--- config.mk ---
export PLATFORM = sky130hd
export DESIGN_NAME = mdio_master
export DESIGN_NICKNAME = d
export VERILOG_FILES = /design/src/rtl/mdio_pkg.sv /design/src/rtl/mdio_sync.sv /design/src/rtl/mdio_clk_div.sv /design/src/rtl/mdio_master.sv
export SDC_FILE = /design/constraint.sdc
export NUM_CORES = 1
export LEC_CHECK = 0
export BUFFER_PORTS_ARGS = -buffer_cell sky130_fd_sc_hd__clkbuf_2
export CAP_MARGIN = 20
export CORE_MARGIN = 3
export CORE_UTILIZATION = 50
export DETAILED_ROUTE_END_ITERATION = 8
export PLACE_DENSITY = 0.71
export SLEW_MARGIN = 20
export SYNTH_ARGS = -nofsm -noshare
export SYNTH_HDL_FRONTEND = slang
export SYNTH_HIERARCHICAL = 1
export SYNTH_SLANG_ARGS = --single-unit
--- constraint.sdc ---
create_clock -name clk -period 5.07 [get_ports clk]
set_clock_uncertainty 0.1 [all_clocks]
set_input_delay 1.014 -clock clk [delete_from_list [all_inputs] [get_ports clk]]
set_output_delay 1.014 -clock clk [all_outputs]
set_load 0.01 [all_outputs]
--- src/rtl/mdio_pkg.sv ---
package mdio_pkg;

    localparam int ADDR_W    = 5;
    localparam int DATA_W    = 16;
    localparam int PRE_LEN   = 32;
    localparam int RECOV_LEN = 32;
    localparam int FRAME_W   = 32;
    localparam int HDR_BITS  = 4 + 2 * ADDR_W;
    localparam int CNT_W     = $clog2(FRAME_W) + 1;

    typedef enum logic [2:0] {
        ST_IDLE,
        ST_PRE,
        ST_SEND,
        ST_TA_CHK,
        ST_RD_DATA,
        ST_TAIL,
        ST_TAIL_LOW,
        ST_RECOVER
    } mst_state_e;

    typedef struct packed {
        logic              rd;
        logic [ADDR_W-1:0] phy;
        logic [ADDR_W-1:0] regad;
        logic [DATA_W-1:0] wdata;
    } mreq_t;

    // Outgoing bits after the preamble, first bit in the MSB.
    function automatic logic [FRAME_W-1:0] build_frame(mreq_t r);
        logic [1:0] op;
        op = r.rd ? 2'b10 : 2'b01;
        if (r.rd)
            return {2'b01, op, r.phy, r.regad, {(FRAME_W-HDR_BITS){1'b0}}};
        else
            return {2'b01, op, r.phy, r.regad, 2'b10, r.wdata};
    endfunction

endpackage

--- src/rtl/mdio_sync.sv ---
module mdio_sync #(
    parameter int STAGES = 2
) (
    input  logic clk,
    input  logic rst,
    input  logic d,
    output logic q
);
    logic [STAGES-1:0] chain;

    always_ff @(posedge clk) begin
        if (rst) chain <= '1;
        else     chain <= {chain[STAGES-2:0], d};
    end

    assign q = chain[STAGES-1];

    initial begin
        a_r6_sync_depth: assert (STAGES >= 2)
            else $error("synchronizer needs at least two stages");
    end
endmodule

--- src/rtl/mdio_clk_div.sv ---
module mdio_clk_div #(
    parameter int DIV_W = 8
) (
    input  logic             clk,
    input  logic             rst,
    input  logic             run,
    input  logic [DIV_W-1:0] half_div,
    output logic             tick
);
    logic [DIV_W-1:0] cnt;
    logic [DIV_W-1:0] hp_eff;

    assign hp_eff = (half_div == '0) ? DIV_W'(1) : half_div;
    assign tick   = run && (cnt == hp_eff - DIV_W'(1));

    always_ff @(posedge clk) begin
        if (rst || !run) cnt <= '0;
        else if (tick)   cnt <= '0;
        else             cnt <= cnt + DIV_W'(1);
    end

    a_r4_cnt_bound: assert property (@(posedge clk) disable iff (rst)
        run |-> (cnt < hp_eff));
endmodule

--- src/rtl/mdio_master.sv ---
module mdio_master
    import mdio_pkg::*;
#(
    parameter int DIV_W       = 8,
    parameter int SYNC_STAGES = 2
) (
    input  logic                clk,
    input  logic                rst,
    input  logic                start,
    input  logic                rd_nwr,
    input  logic [ADDR_W-1:0]   phy_addr,
    input  logic [ADDR_W-1:0]   reg_addr,
    input  logic [DATA_W-1:0]   wdata,
    input  logic [DIV_W-1:0]    half_div,
    output logic [DATA_W-1:0]   rdata,
    output logic                busy,
    output logic                done,
    output logic                err,
    output logic                mdc_o,
    output logic                mdio_o,
    output logic                mdio_oe,
    input  logic                mdio_i
);
    localparam logic [CNT_W-1:0] PRE_LAST   = CNT_W'(PRE_LEN - 1);
    localparam logic [CNT_W-1:0] RECOV_LAST = CNT_W'(RECOV_LEN - 1);
    localparam logic [CNT_W-1:0] RD_LAST    = CNT_W'(HDR_BITS - 1);
    localparam logic [CNT_W-1:0] WR_LAST    = CNT_W'(FRAME_W - 1);
    localparam logic [CNT_W-1:0] DATA_LAST  = CNT_W'(DATA_W - 1);

    mst_state_e          st;
    mreq_t               req_q;
    logic [DIV_W-1:0]    hp_q;
    logic [FRAME_W-1:0]  sh;
    logic [CNT_W-1:0]    cnt;
    logic [DATA_W-1:0]   rsh;
    logic [DATA_W-1:0]   rdata_q;
    logic                mdc_q, mdo_q, oe_q, done_q, err_q;
    logic                tick, s_in, end_cyc, end_low;
    mreq_t               req_in;

    assign req_in = '{rd: rd_nwr, phy: phy_addr, regad: reg_addr, wdata: wdata};

    mdio_clk_div #(.DIV_W(DIV_W)) u_div (
        .clk(clk), .rst(rst), .run(st != ST_IDLE), .half_div(hp_q), .tick(tick)
    );

    mdio_sync #(.STAGES(SYNC_STAGES)) u_sync (
        .clk(clk), .rst(rst), .d(mdio_i), .q(s_in)
    );

    assign end_cyc = tick &&  mdc_q;
    assign end_low = tick && !mdc_q;

    always_ff @(posedge clk) begin
        if (rst) begin
            st      <= ST_IDLE;
            req_q   <= '0;
            hp_q    <= '0;
            sh      <= '0;
            cnt     <= '0;
            rsh     <= '0;
            rdata_q <= '0;
            mdc_q   <= 1'b0;
            mdo_q   <= 1'b1;
            oe_q    <= 1'b0;
            done_q  <= 1'b0;
            err_q   <= 1'b0;
        end else begin
            done_q <= 1'b0;
            if (st == ST_IDLE) begin
                if (start) begin
                    st      <= ST_PRE;
                    req_q   <= req_in;
                    hp_q    <= half_div;
                    sh      <= build_frame(req_in);
                    cnt     <= '0;
                    mdc_q   <= 1'b0;
                    mdo_q   <= 1'b1;
                    oe_q    <= 1'b1;
                    err_q   <= 1'b0;
                    rdata_q <= '0;
                end
            end else if (st == ST_TAIL_LOW) begin
                if (end_low) begin
                    st     <= ST_IDLE;
                    done_q <= 1'b1;
                end
            end else begin
                if (tick) mdc_q <= !mdc_q;
                if (end_cyc) begin
                    unique case (st)
                        ST_PRE: begin
                            if (cnt == PRE_LAST) begin
                                st    <= ST_SEND;
                                cnt   <= '0;
                                mdo_q <= sh[FRAME_W-1];
                                sh    <= sh << 1;
                            end else cnt <= cnt + 1'b1;
                        end
                        ST_SEND: begin
                            if (cnt == (req_q.rd ? RD_LAST : WR_LAST)) begin
                                st    <= req_q.rd ? ST_TA_CHK : ST_TAIL;
                                cnt   <= '0;
                                oe_q  <= 1'b0;
                                mdo_q <= 1'b1;
                            end else begin
                                cnt   <= cnt + 1'b1;
                                mdo_q <= sh[FRAME_W-1];
                                sh    <= sh << 1;
                            end
                        end
                        ST_TA_CHK: begin
                            st  <= s_in ? ST_RECOVER : ST_RD_DATA;
                            cnt <= '0;
                        end
                        ST_RD_DATA: begin
                            rsh <= {rsh[DATA_W-2:0], s_in};
                            if (cnt == DATA_LAST) begin
                                st      <= ST_TAIL;
                                rdata_q <= {rsh[DATA_W-2:0], s_in};
                            end else cnt <= cnt + 1'b1;
                        end
                        ST_TAIL: begin
                            if (req_q.rd) st <= ST_TAIL_LOW;
                            else begin
                                st     <= ST_IDLE;
                                done_q <= 1'b1;
                            end
                        end
                        ST_RECOVER: begin
                            if (cnt == RECOV_LAST) begin
                                st      <= ST_IDLE;
                                done_q  <= 1'b1;
                                err_q   <= 1'b1;
                                rdata_q <= '0;
                            end else cnt <= cnt + 1'b1;
                        end
                        default: st <= ST_IDLE;
                    endcase
                end
            end
        end
    end

    assign busy    = (st != ST_IDLE);
    assign done    = done_q;
    assign err     = err_q;
    assign rdata   = rdata_q;
    assign mdc_o   = mdc_q;
    assign mdio_o  = mdo_q;
    assign mdio_oe = oe_q;

    a_r8_done_pulse: assert property (@(posedge clk) disable iff (rst)
        done |=> !done);
    a_r8_busy_ignores_start: assert property (@(posedge clk) disable iff (rst)
        (busy && start) |=> $stable(req_q));
    a_r4_change_low: assert property (@(posedge clk) disable iff (rst)
        !$stable(mdio_o) |-> !mdc_o);
    a_r6_released: assert property (@(posedge clk) disable iff (rst)
        (st == ST_TA_CHK || st == ST_RD_DATA || st == ST_RECOVER) |-> !mdio_oe);
    a_r1_idle_quiet: assert property (@(posedge clk) disable iff (rst)
        !busy |-> (!mdc_o && !mdio_oe));
    a_r7_err_at_done: assert property (@(posedge clk) disable iff (rst)
        $rose(err) |-> done);
    a_r9_hold: assert property (@(posedge clk) disable iff (rst)
        (!busy && !start) |=> ($stable(rdata) && $stable(err)));
endmodule

# Yosys cells after proc, flatten, opt, wreduce, memory -nomap -nowiden
# Cells that the tools add are included.
# word_totals
register_bits,96
out_inout_bits,22
wordCells,141
in_bits,39
# op_classes
bitwise_logic,2
mux,67
eq_ne,24
n_reduce_logical,31
n_addsub,3
# op_table
cell,n
$mux W32,6
$mux W16,6
$pmux W32 S2,1
$mux W6,8
$mux W3,11
$pmux W16 S2,1
$pmux W6 S5,1
$mux W1,25
$ne A3 B3 Y1 const B,7
$mux W18,1
$pmux W3 S6,1
$reduce_and A6 Y1,3
$ne A4 B4 Y1 const B,4
$reduce_and A5 Y1,3
$eq A3 B3 Y1 const B,4
$reduce_bool A2 Y1,6
$reduce_bool A3 Y1,4
$add A8 B1 Y8 const B,1
$eq A8 B8 Y1,1
$logic_not A8 Y1,1
$mux W8,1
$sub A8 B1 Y8 const B,1
$reduce_and A7 Y1,1
$add A6 B1 Y6 const B,1
other kinds (19),28

# Depth between registers and ports, before layout
# logic_depth
ltp_word,9
depth_mapped,14
mapped_depth_nobuf,12

# Modules after synthesis
# The synthesis kept the hierarchy.
# modules_own_cells
module,area_per_inst_um2,cells_per_inst,n_inst,seq_area_each_um2
mdio_master,4062.6,470,1,1721.7
mdio_clk_div,574.3,64,1,160.2
mdio_sync,52.6,4,1,40.0

# Worst setup path before layout
# No wires, ideal clock.
# synth_path
kind,register to register
startpoint,register hp_q[2]
endpoint,register sh[18]
setup_ns,0.145
n_path_buf,2
required_time_ns,4.825
period_less_slack_ns,3.594
arrival_time_ns,3.349
slack_ns,1.476
stages_incl_launch_ff,14
path_cell_list,dfxtp_1 > nor4_2 > a21oi_2 > ha_1 > xor2_1 > xnor2_1 > nand4_1 > a2111oi_4 > and2_1 > buf_2 > nand4_4 > a221oi_4 > buf_2 > a311oi_2
# synth_between
elab_chain_len,8
# synth_rtl
element,line,text
"start, declared",mdio_master.sv:32,logic [DIV_W-1:0] hp_q;
"start signal, assigned",mdio_master.sv:74,hp_q <= half_div;
$logic_not A8 Y1,mdio_clk_div.sv:13,assign hp_eff = (half_div == '0) ? DIV_W'(1) : half_div;
$mux W8 *,mdio_clk_div.sv:13,
$sub A8 B1 Y8 *,mdio_clk_div.sv:14,assign tick = run && (cnt == hp_eff - DIV_W'(1));
$eq A8 B8 Y1 *,mdio_clk_div.sv:14,
$logic_and A1 B1 Y1 *,mdio_clk_div.sv:14,
via tick,mdio_master.sv:38,"logic tick, s_in, end_cyc, end_low;"
$logic_and A1 B1 Y1 *,mdio_master.sv:51,assign end_cyc = tick && mdc_q;
$reduce_bool A2 Y1 (no source line) *,-,
$reduce_and A6 Y1 (no source line) *,-,
"end signal, assigned",mdio_master.sv:75,sh <= build_frame(req_in);
"end signal, assigned",mdio_master.sv:97,sh <= sh << 1;
"end signal, assigned",mdio_master.sv:109,sh <= sh << 1;
"end, declared",mdio_master.sv:33,logic [FRAME_W-1:0] sh;
# Mark *: on every way through the listed nets, which the timed path passes. The rest lies on a longest branch.
# A chain may end at the register's enable or synchronous reset.

# Worst setup path in the final report
# layout_path
startpoint,register hp_q[2]
endpoint,register sh[24]
# The elaborated chain is that of the path after synthesis.

==> flow_summary.yaml <==
status:
  outcome: "finished clean"
timing:
  post-route-min-period_ns: 4.193
  report.final.setup_viol: 0
  hold_viol: 0
  grt_setup_unrepaired: "false"
  fin_ws_ns: 0.8768
  tightestPinTransition_ns: 0.9423
  fmax_mhz: 238.5
  max_slew_margin: 0.3684
  final-max-slew-violation-count: 0
  finalCritPeriodShare: 0.8271
  fin_setup_tns_ns: 0
critical_path:
  worstPathCellList: "nor4_2 -> a21oi_2 -> ha_1 -> xor2_1 -> xnor2_1 -> nand4_1 -> a2111oi_4 -> buf_4 -> and2_1 -> nand4_4 -> a221oi_4 -> buf_4 -> nor2_1 -> a311oi_2"
  crit_path_max_fanout: 64
  timing.critical_path.mode_cell: "sky130_fd_sc_hd__buf_4"
  worst_setup_path_end_kind: "flop"
  critical_path_required_ns: 5.25
  worst-path-buf-inv: 2
  worst_ep_arrival_time_ns: 4.37
  critical-path-slowest-cell: "sky130_fd_sc_hd__buf_4"
  cp-start-kind: "flop"
  cpLargestDelayFamily: "simple AND/OR/NAND/NOR gates"
  critical_path.max_stage_delay_ns: 0.59
  worst-setup-path-type: "reg -> reg"
min_path:
  timing.hold.worst.class: "reg -> reg"
clocking:
  cts.sinks: 96
  tritoncts.num_buffers: 9
  clockBufferDepth: 2
  insertion_delay_ns: 0.36
  cts_hold_buf: 0
  root_buffer: "sky130_fd_sc_hd__clkbuf_8"
  cts_setup_buffers: 0
  cts_htree_levels: 3
  post_cts_resized: 0
  cts_tree: "built"
  cts.reportedPaths.clkPinSlew_ns: 0.10
logic_synthesis:
  post_synth_and_or_nand_nor_area_fraction: 0.2433
  number_of_enable_flip_flop_cells_after_synthesis: 0
  ys_top_cells_by_area: "sky130_fd_sc_hd__dfxtp_1 41%, sky130_fd_sc_hd__nand2_1 6.2%, sky130_fd_sc_hd__a21oi_1 5.4%"
  synth-seq-cells: 96
  post_synth_fa_ha_maj_area_fraction: 0.008004
  synth_compound_gate_area_share: 0.2535
  synth_xor_xnor_area_share: 0.02988
  ys_dominant_reg_cell: "sky130_fd_sc_hd__dfxtp_1"
  main_combinational_cell_family_by_area_after_synthesis: "compound AO/OA/AOI/OAI gates"
  yosysWarningCount: 6
  synth_async_reset_ratio: 0
  synth_cell_type_count: 65
  yosysSeqAreaShare: 0.4098
  synthMuxAreaShare: 0.002134
  syn_nets: 580
  syn_inst: 538
  yosysTopAreaCellShare: 0.4098
  post_synth.cell_area_avg_sq_um: 8.717
  synth_top_cell_by_area: "sky130_fd_sc_hd__dfxtp_1"
  synth_area_sq_um: 4689
grt:
  grt_start_max_net_pins: 65
  global_route.overflow_total: 0
  globalRoute.busiestLayer: "met2"
  grtUsageMet3: 0.03518
  grt_first_pass_wirelength_um: 16680
  grtUsageTotal: 0.1953
  antenna_found_initial: 0
  grt_use_met2: 0.3198
  use_met1: 0.2635
  number_of_global_route_vias_before_repair: 3618
power:
  vdd_drop_max_uv: 244.2
  cellLeakagePower_nw: 1.902
  power_per_cell_area_nw_per_um2: 482.9
placed_design:
  post-dp-hpwl_um: 6581
  buffer_ports.inserted: 60
  routability_congestion_estimate_from_global_placement: 0.9254
  placed_cells: 673
  worst_slack_after_detailed_placement_ns: 0.9428
  place_area_sq_um: 4969
floorplanning:
  die_width_um: 102.8
  fp.dieArea_sq_um: 10580
  ioPinCount: 61
  placeableCoreArea_sq_um: 8934
  placement_rows: 34
  initial_util: 0.5249
  vertical_extent_of_the_die_um: 102.8
finish:
  area.growth.synth_to_final_pct: 10.11
  stdcell_area_sq_um: 5164
  filler_cell_count: 812
  multi_input_comb_area_sq_um: 2517
  diode_count: 0
  final-seq-area_sq_um: 1922
  layout_common_cells: "96 x sky130_fd_sc_hd__dfxtp_1, 78 x sky130_fd_sc_hd__nand2_1, 59 x sky130_fd_sc_hd__clkbuf_2, 51 x sky130_fd_sc_hd__a21oi_1, 45 x sky130_fd_sc_hd__nor2_1"
  final_nets: 618
  final_common_cell: "sky130_fd_sc_hd__dfxtp_1"
  final_cell_count_no_fill: 689
  drive_gt1_frac: 0.2014
drt:
  routed_wl_um: 9986
  num_vias: 4001
  routedWlPerCell_um: 14.49
  ant_nets: 0
  drt_iter0_markers: 250
  route.detailed.vias_per_inst: 5.807
  drc_errors: 0
  count_of_tritonroute_iterations_in_the_first_routing_pass: 5
run:
  maxCapViolations: 0
[metrics by stage]
step / utilization / total power (W) / hold WS, ns
CTS: 0.5780 / 0.002500 / 0.3673
global placement: 0.5562 / 0.001971 / 0.3393
finish: 0.5780 / 0.002494 / 0.3527
detailed placement: 0.5562 / 0.002002 / 0.3431
floorplan: - / 0.001826 / 0.2832
global route: 0.5780 / 0.002660 / 0.3635
[power by group]
group	switching [W]	internal, W	total, W
Combinational	0.000640	0.000376	0.00102
Sequential	0.0000933	0.000885	0.000978
Clock	0.000307	0.000193	0.000500
[flip-flops by register name (all words and copies together), names as in the netlist]
register	count
sh	32
rdata	16
rsh	15
hp_q	8
u_div/cnt	8
cnt	6
st	3
u_sync/chain	2
done	1
err	1
mdc_o	1
mdio_o	1
mdio_oe	1
req_q	1
[synthesized netlist by cell type (all sizes together), types with 2 or more instances]
master and instances:
o311ai 2, or3 3, nor3 14, ha 3
and2b 2, a22o 17, nor2b 3, o32ai 2
a2111oi 2, o31ai 4, or2 3, nand3 16
a21oi 53, a311oi 13, o211ai 7, a211oi 19
buf 21, or3b 2, a21o 2, o21ai 9
nor2 45, a21boi 2, and3 5, nor4 2
xnor2 7, nand2 78, and4b 2, xor2 9
nor3b 20, dfxtp 96, a221oi 2, inv 11
clkbuf 19, nand3b 7, a2bb2oi 3, nand4b 3
nand4 2, a31oi 6, nand2b 13
[final cells by class]
| cell class | instances | share of cell area |
|---|---|---|
| Timing Repair Buffer | 67 | 0.06833 |
| Clock inverter | 7 | 0.01381 |
| Tap cell | 108 | 0.02617 |
| Inverter | 11 | 0.007996 |
| Clock buffer | 9 | 0.02399 |
| Multi-Input combinational cell | 391 | 0.4875 |
| Sequential cell | 96 | 0.3722 |
[worst paths after layout]
kind | from | to | slack, ns | cells after the start
max reg2reg | hp_q[2] | sh[24] | 0.88 | 14
min | u_sync/chain[0] | u_sync/chain[1] | 0.35 | 1
min reg2reg | u_sync/chain[0] | u_sync/chain[1] | 0.35 | 1
max | hp_q[2] | sh[24] | 0.88 | 14
[worst reg2reg max path, delay by kind of cell, from the launching register on]
family                   cells  cell delay (ns)
AO/OA/AOI/OAI                4             0.96
adder cells (fa/ha/maj)      1             0.27
XOR/XNOR                     2             0.34
AND/OR/NAND/NOR              5             1.24
flip-flops                   1             0.38
buffers and inverters        2             0.83
[layer usage]
layer | routed length, um | share of wire
met1 | 4761 | 0.48
met2 | 4642 | 0.46
met3 | 481 | 0.048
met4 | 101 | 0.010
met5 | 0 | 0
[logic make-up after synthesis]
| family | Yosys count |
|---|---|
| simple gates | 222 |
| mux | 1 |
| flops | 96 |
| xor+xnor | 16 |
| buf+inv | 51 |
| fa+ha+maj | 3 |
| compound gates | 149 |
(Power assumes the default switching activity.)
